==> src/rtl/i2c_host_regs.sv <==
module i2c_host_regs #(
  parameter int AW = 3
) (
  input  logic          clk,
  input  logic          rst_n,
  input  logic [AW-1:0] bus_addr,
  input  logic          bus_wr,
  input  logic          bus_rd,
  input  logic [7:0]    bus_wdata,
  output logic [7:0]    bus_rdata,
  output logic [15:0]   clk_div,
  output logic          core_en,
  output logic          irq_en,
  output logic          host_mode,
  output logic [7:0]    tx_byte,
  output logic          cmd_start,
  output logic          cmd_stop,
  output logic          cmd_read,
  output logic          cmd_write,
  output logic          cmd_nack,
  input  logic [7:0]    rx_byte,
  input  logic          eng_done,
  input  logic          eng_nack,
  input  logic          eng_busy,
  input  logic          eng_arb_lost,
  input  logic          eng_tip,
  output logic          irq
);
  localparam logic [AW-1:0] OFS_DIV_LO = AW'(0);
  localparam logic [AW-1:0] OFS_DIV_HI = AW'(1);
  localparam logic [AW-1:0] OFS_CTRL   = AW'(2);
  localparam logic [AW-1:0] OFS_DATA   = AW'(3);
  localparam logic [AW-1:0] OFS_CMD    = AW'(4);

  logic [15:0] div_q;
  logic [2:0]  ctrl_q;
  logic [7:0]  tx_q;
  logic [3:0]  pulse_q;
  logic        nack_q;
  logic        flag_q;

  wire sel_wr_cmd = bus_wr && (bus_addr == OFS_CMD);
  wire div_open   = !ctrl_q[2];

  always_ff @(posedge clk) begin
    if (!rst_n) begin
      div_q   <= 16'hFFFF;
      ctrl_q  <= '0;
      tx_q    <= '0;
      pulse_q <= '0;
      nack_q  <= 1'b0;
      flag_q  <= 1'b0;
    end else begin
      if (bus_wr && bus_addr == OFS_DIV_LO && div_open) div_q[7:0]  <= bus_wdata;
      if (bus_wr && bus_addr == OFS_DIV_HI && div_open) div_q[15:8] <= bus_wdata;
      if (bus_wr && bus_addr == OFS_CTRL) ctrl_q <= bus_wdata[7:5];
      if (bus_wr && bus_addr == OFS_DATA) tx_q   <= bus_wdata;
      pulse_q <= sel_wr_cmd ? bus_wdata[7:4] : 4'b0;
      if (sel_wr_cmd) nack_q <= bus_wdata[3];
      if (eng_done) flag_q <= 1'b1;
      else if (sel_wr_cmd && bus_wdata[0]) flag_q <= 1'b0;
    end
  end

  always_comb begin
    bus_rdata = 8'h00;
    if (bus_rd) begin
      case (bus_addr)
        OFS_DIV_LO: bus_rdata = div_q[7:0];
        OFS_DIV_HI: bus_rdata = div_q[15:8];
        OFS_CTRL:   bus_rdata = {ctrl_q, 5'b0};
        OFS_DATA:   bus_rdata = rx_byte;
        OFS_CMD:    bus_rdata = {eng_nack, eng_busy, eng_arb_lost, 3'b0, eng_tip, flag_q};
        default:    bus_rdata = 8'h00;
      endcase
    end
  end

  assign clk_div   = div_q;
  assign core_en   = ctrl_q[2];
  assign irq_en    = ctrl_q[1];
  assign host_mode = ctrl_q[0];
  assign tx_byte   = tx_q;
  assign {cmd_start, cmd_stop, cmd_read, cmd_write} = pulse_q;
  assign cmd_nack  = nack_q;
  assign irq       = flag_q & ctrl_q[1];
endmodule

==> config.mk <==
export PLATFORM = sky130hd
export DESIGN_NAME = i2c_host_regs
export DESIGN_NICKNAME = d
export VERILOG_FILES = /design/src/rtl/i2c_host_regs.sv
export SDC_FILE = /design/constraint.sdc
export NUM_CORES = 1
export LEC_CHECK = 0
export ABC_CLOCK_PERIOD_IN_PS = 2400
export CAP_MARGIN = 10
export CORE_MARGIN = 1.5
export CORE_UTILIZATION = 47
export CTS_BUF_LIST = sky130_fd_sc_hd__clkbuf_8
export DETAILED_ROUTE_END_ITERATION = 10
export GPL_TIMING_DRIVEN = 0
export PLACE_DENSITY = 0.92
export REMOVE_ABC_BUFFERS = 1
export SETUP_SLACK_MARGIN = 0.5
export SLEW_MARGIN = 40
export SYNTH_ARGS = -nofsm -noshare
export SYNTH_HDL_FRONTEND = slang
export SYNTH_SLANG_ARGS = --single-unit
==> constraint.sdc <==
create_clock -name clk -period 2.4 [get_ports clk]
set_clock_uncertainty 0.1 [all_clocks]
set_input_delay 0.48 -clock clk [delete_from_list [all_inputs] [get_ports clk]]
set_output_delay 0.48 -clock clk [all_outputs]
set_load 0.01 [all_outputs]
==> results.sh <==
export IMPL_syn2layout_area_growth_pct=65.6
export IMPL_criticalPathCategory="input port to output pin"
export IMPL_drive_above_1_share_pct=22.6
export IMPL_crit_required_ps=1820
export IMPL_outcome="completed"
export IMPL_avgSynthCellArea_um2=8.60
export IMPL_die_width_um=61.6
export IMPL_gp_congestion=0.850
export IMPL_rr_worst_depth=3
export IMPL_pin_count=69
export IMPL_drv_slew=0
export IMPL_grt_pass1_wl_um=7220
export IMPL_nets=292
export IMPL_cts_buffers=5
export IMPL_ys_async_sr_fraction_pct=0
export IMPL_max_freq_mhz=500
export IMPL_final_area_um2=2680
export IMPL_grt_util_met2_pct=43.6
export IMPL_ff2ff_setup_slack_ps=1020
export IMPL_antenna_left=0
export IMPL_setup_viol=0
export IMPL_startpoint="bus_addr[1]"
export IMPL_drc=0
export IMPL_worstMarginPinSlew_ps=546
export IMPL_routedWlPerCell_um=19.6
export IMPL_cp_endpoint="bus_rdata[7]"
export IMPL_drtPass1Iterations=7
export IMPL_clock_path_buffers=2
export IMPL_port_buffers=68
export IMPL_fillers=202
export IMPL_place_area_um2=2270
export IMPL_die_area_um2=3800
export IMPL_numClockSinks=33
export IMPL_finalHoldViolCount=0
export IMPL_total_power_mw=1.40
export IMPL_cp_start_kind="input port"
export IMPL_grt_max_degree=31
export IMPL_crit_path_max_fanout=6
export IMPL_synth_common_cells="nand3_1, dfxtp_1, nand2_1"
export IMPL_netlist_area_leader_share_pct=40.9
export IMPL_yosysWarnings=0
export IMPL_reg2reg_to="clk_div[13]$_SDFFE_PN1P_"
export IMPL_clkTransAtPathRegs_ps=70
export IMPL_critPathCaptureType="output pin"
export IMPL_maxCapViolCount=0
export IMPL_slew_headroom_pct=63.6
export IMPL_worstHoldPathType="flip-flop to flip-flop"
export IMPL_row_count=21
export IMPL_clock_latency_ps=290
export IMPL_synth_seq_cells=33
export IMPL_detail_route_iter0_violations=87
export IMPL_min_period_over_period_pct=83.3
export IMPL_syn_area_um2=1620
export IMPL_peakVddDrop_mv=0.553
export IMPL_power_density_nw_per_um2=522
export IMPL_routed_wl_um=6110
export IMPL_grt_busiest_layer="met2"
export IMPL_cts_tree="built"
export IMPL_rsz0062_at_grt="yes"
export IMPL_ctsHoldBuffers=0
export IMPL_synth_area_leaders="dfxtp_1, nand3_1, mux2i_1"
export IMPL_start_util_pct=48.8
export IMPL_gr_usage_met3_pct=8.82
export IMPL_synth_ff_type="dfxtp_1"
export IMPL_postSynthCellCount=188
export IMPL_use_met1_pct=31.9
export IMPL_grt_ovfl_total=0
export IMPL_antenna_found_initial=0
export IMPL_vias=1843
export IMPL_coreArea_um2=3310
export IMPL_antenna_cells=0
export IMPL_vias_per_cell=5.93
export IMPL_dp_hpwl_um=3040
export IMPL_final_min_clock_period_ps=2000
export IMPL_synth_edff_count=0
export IMPL_yosysSeqAreaShare_pct=40.9
export IMPL_r2r_start="ctrl_q[2]$_SDFFE_PN0P_"
export IMPL_die_y_um=61.6
export IMPL_worst_ep_arrival_time_ps=1420
export IMPL_ys_types=32
export IMPL_root_buffer="clkbuf_8"
export IMPL_yosysMostFrequentCell="nand3_1"
export IMPL_cellLeakagePower_nw=1.08
export IMPL_grt_usage_pct=26.9
export IMPL_cts_max_level=2
export IMPL_grt_pass1_vias=1508
export IMPL_netlist_top_cell_by_area="dfxtp_1"
cells by family (layout without fill, tap and decap cells):
logic type	count (synthesis)	count (layout)	synth area share (%)
DFF	33	33	40.9
buffers and inverters	17	94	5.42
and+or+nand+nor	83	83	29.7
AOI/OAI and AO/OA	43	43	16.3
muxes	12	12	7.74
per-stage QoR:
step	TNS, ps	hold slack, ps	instances	util [%]	setup slack, ps
6_report	0	365	311	80.8	401
4_1_cts	0	358	302	74.9	455
5_1_grt	0	381	311	80.8	380
3_5_place_dp	-10950	349	287	68.6	-1180
2_1_floorplan	0	379	173	-	510
3_3_place_gp	-16930	343	287	68.7	-1320
worst max-delay path, cell delays in order:
cell     delay [ps]
buf_16          120
nor3b_4         270
buf_4           160
a22oi_2          80
a21oi_1         160
buf_2           150
flip-flops by register name, summed over array words and instances, names as in the netlist:
| name | cells |
|---|---|
| clk_div | 16 |
| tx_byte | 8 |
| pulse_q | 4 |
| ctrl_q | 3 |
| cmd_nack | 1 |
| flag_q | 1 |
cell usage in the layout (no fill, tap or decap), types with 3 or more instances in the layout:
master,Yosys,final
a21boi_0,4,4
a21boi_1,6,6
a22oi_2,0,5
and2_1,8,8
buf_2,7,9
buf_4,2,11
clkbuf_16,0,4
clkbuf_8,0,6
clkdlybuf4s50_1,0,46
dfxtp_1,33,27
dfxtp_2,0,6
dlygate4sd2_1,0,8
inv_1,2,3
mux2_4,0,4
mux2i_1,8,8
nand2_1,19,19
nand3_1,35,35
nor2b_1,6,3
o21ai_0,12,9
o21ai_1,8,11
or3_1,3,3
area by class of cell:
class	count	area [um2]	share of cell area (%)
clock buffer	6	82.6	3.09
clock inverter	2	33.8	1.26
tap	46	57.6	2.15
inverter	2	7.51	0.281
timing repair buffer	84	870	32.5
multi-input combinational	138	957	35.8
sequential	33	668	25.0
power by group:
part | switching [mW] | internal [mW]
Sequential | 0.0130 | 0.564
Clock | 0.218 | 0.334
Combinational | 0.122 | 0.145
worst min-delay path by stage:
stage / slack (ps) / cells past startpoint / startpoint / end
after global routing: 380 / 2 / tx_byte[3]$_SDFFE_PN0P_ / tx_byte[3]$_SDFFE_PN0P_
final: 370 / 2 / tx_byte[1]$_SDFFE_PN0P_ / tx_byte[1]$_SDFFE_PN0P_
after detailed placement: 350 / 2 / tx_byte[4]$_SDFFE_PN0P_ / tx_byte[4]$_SDFFE_PN0P_
after floorplan: 380 / 2 / tx_byte[0]$_SDFFE_PN0P_ / tx_byte[0]$_SDFFE_PN0P_
after CTS: 360 / 2 / tx_byte[4]$_SDFFE_PN0P_ / tx_byte[4]$_SDFFE_PN0P_
after global placement: 340 / 2 / tx_byte[2]$_SDFFE_PN0P_ / tx_byte[2]$_SDFFE_PN0P_
timing repair:
item / CTS / global route
cloned: 0 / 4
setup buffers: 7 / 5
pin swaps: 12 / 7
endpoints found under the setup margin: 43 / 23
resized for setup: 79 / 15
per-layer routing:
metal  share of wire, %  vias to the layer above
met5                  0                        -
met4                3.9                        0
met3                9.3                       28
met2                 49                      116
met1                 38                      872
li1                   -                      827
No activity file was read; power rests on OpenSTA's default activity.
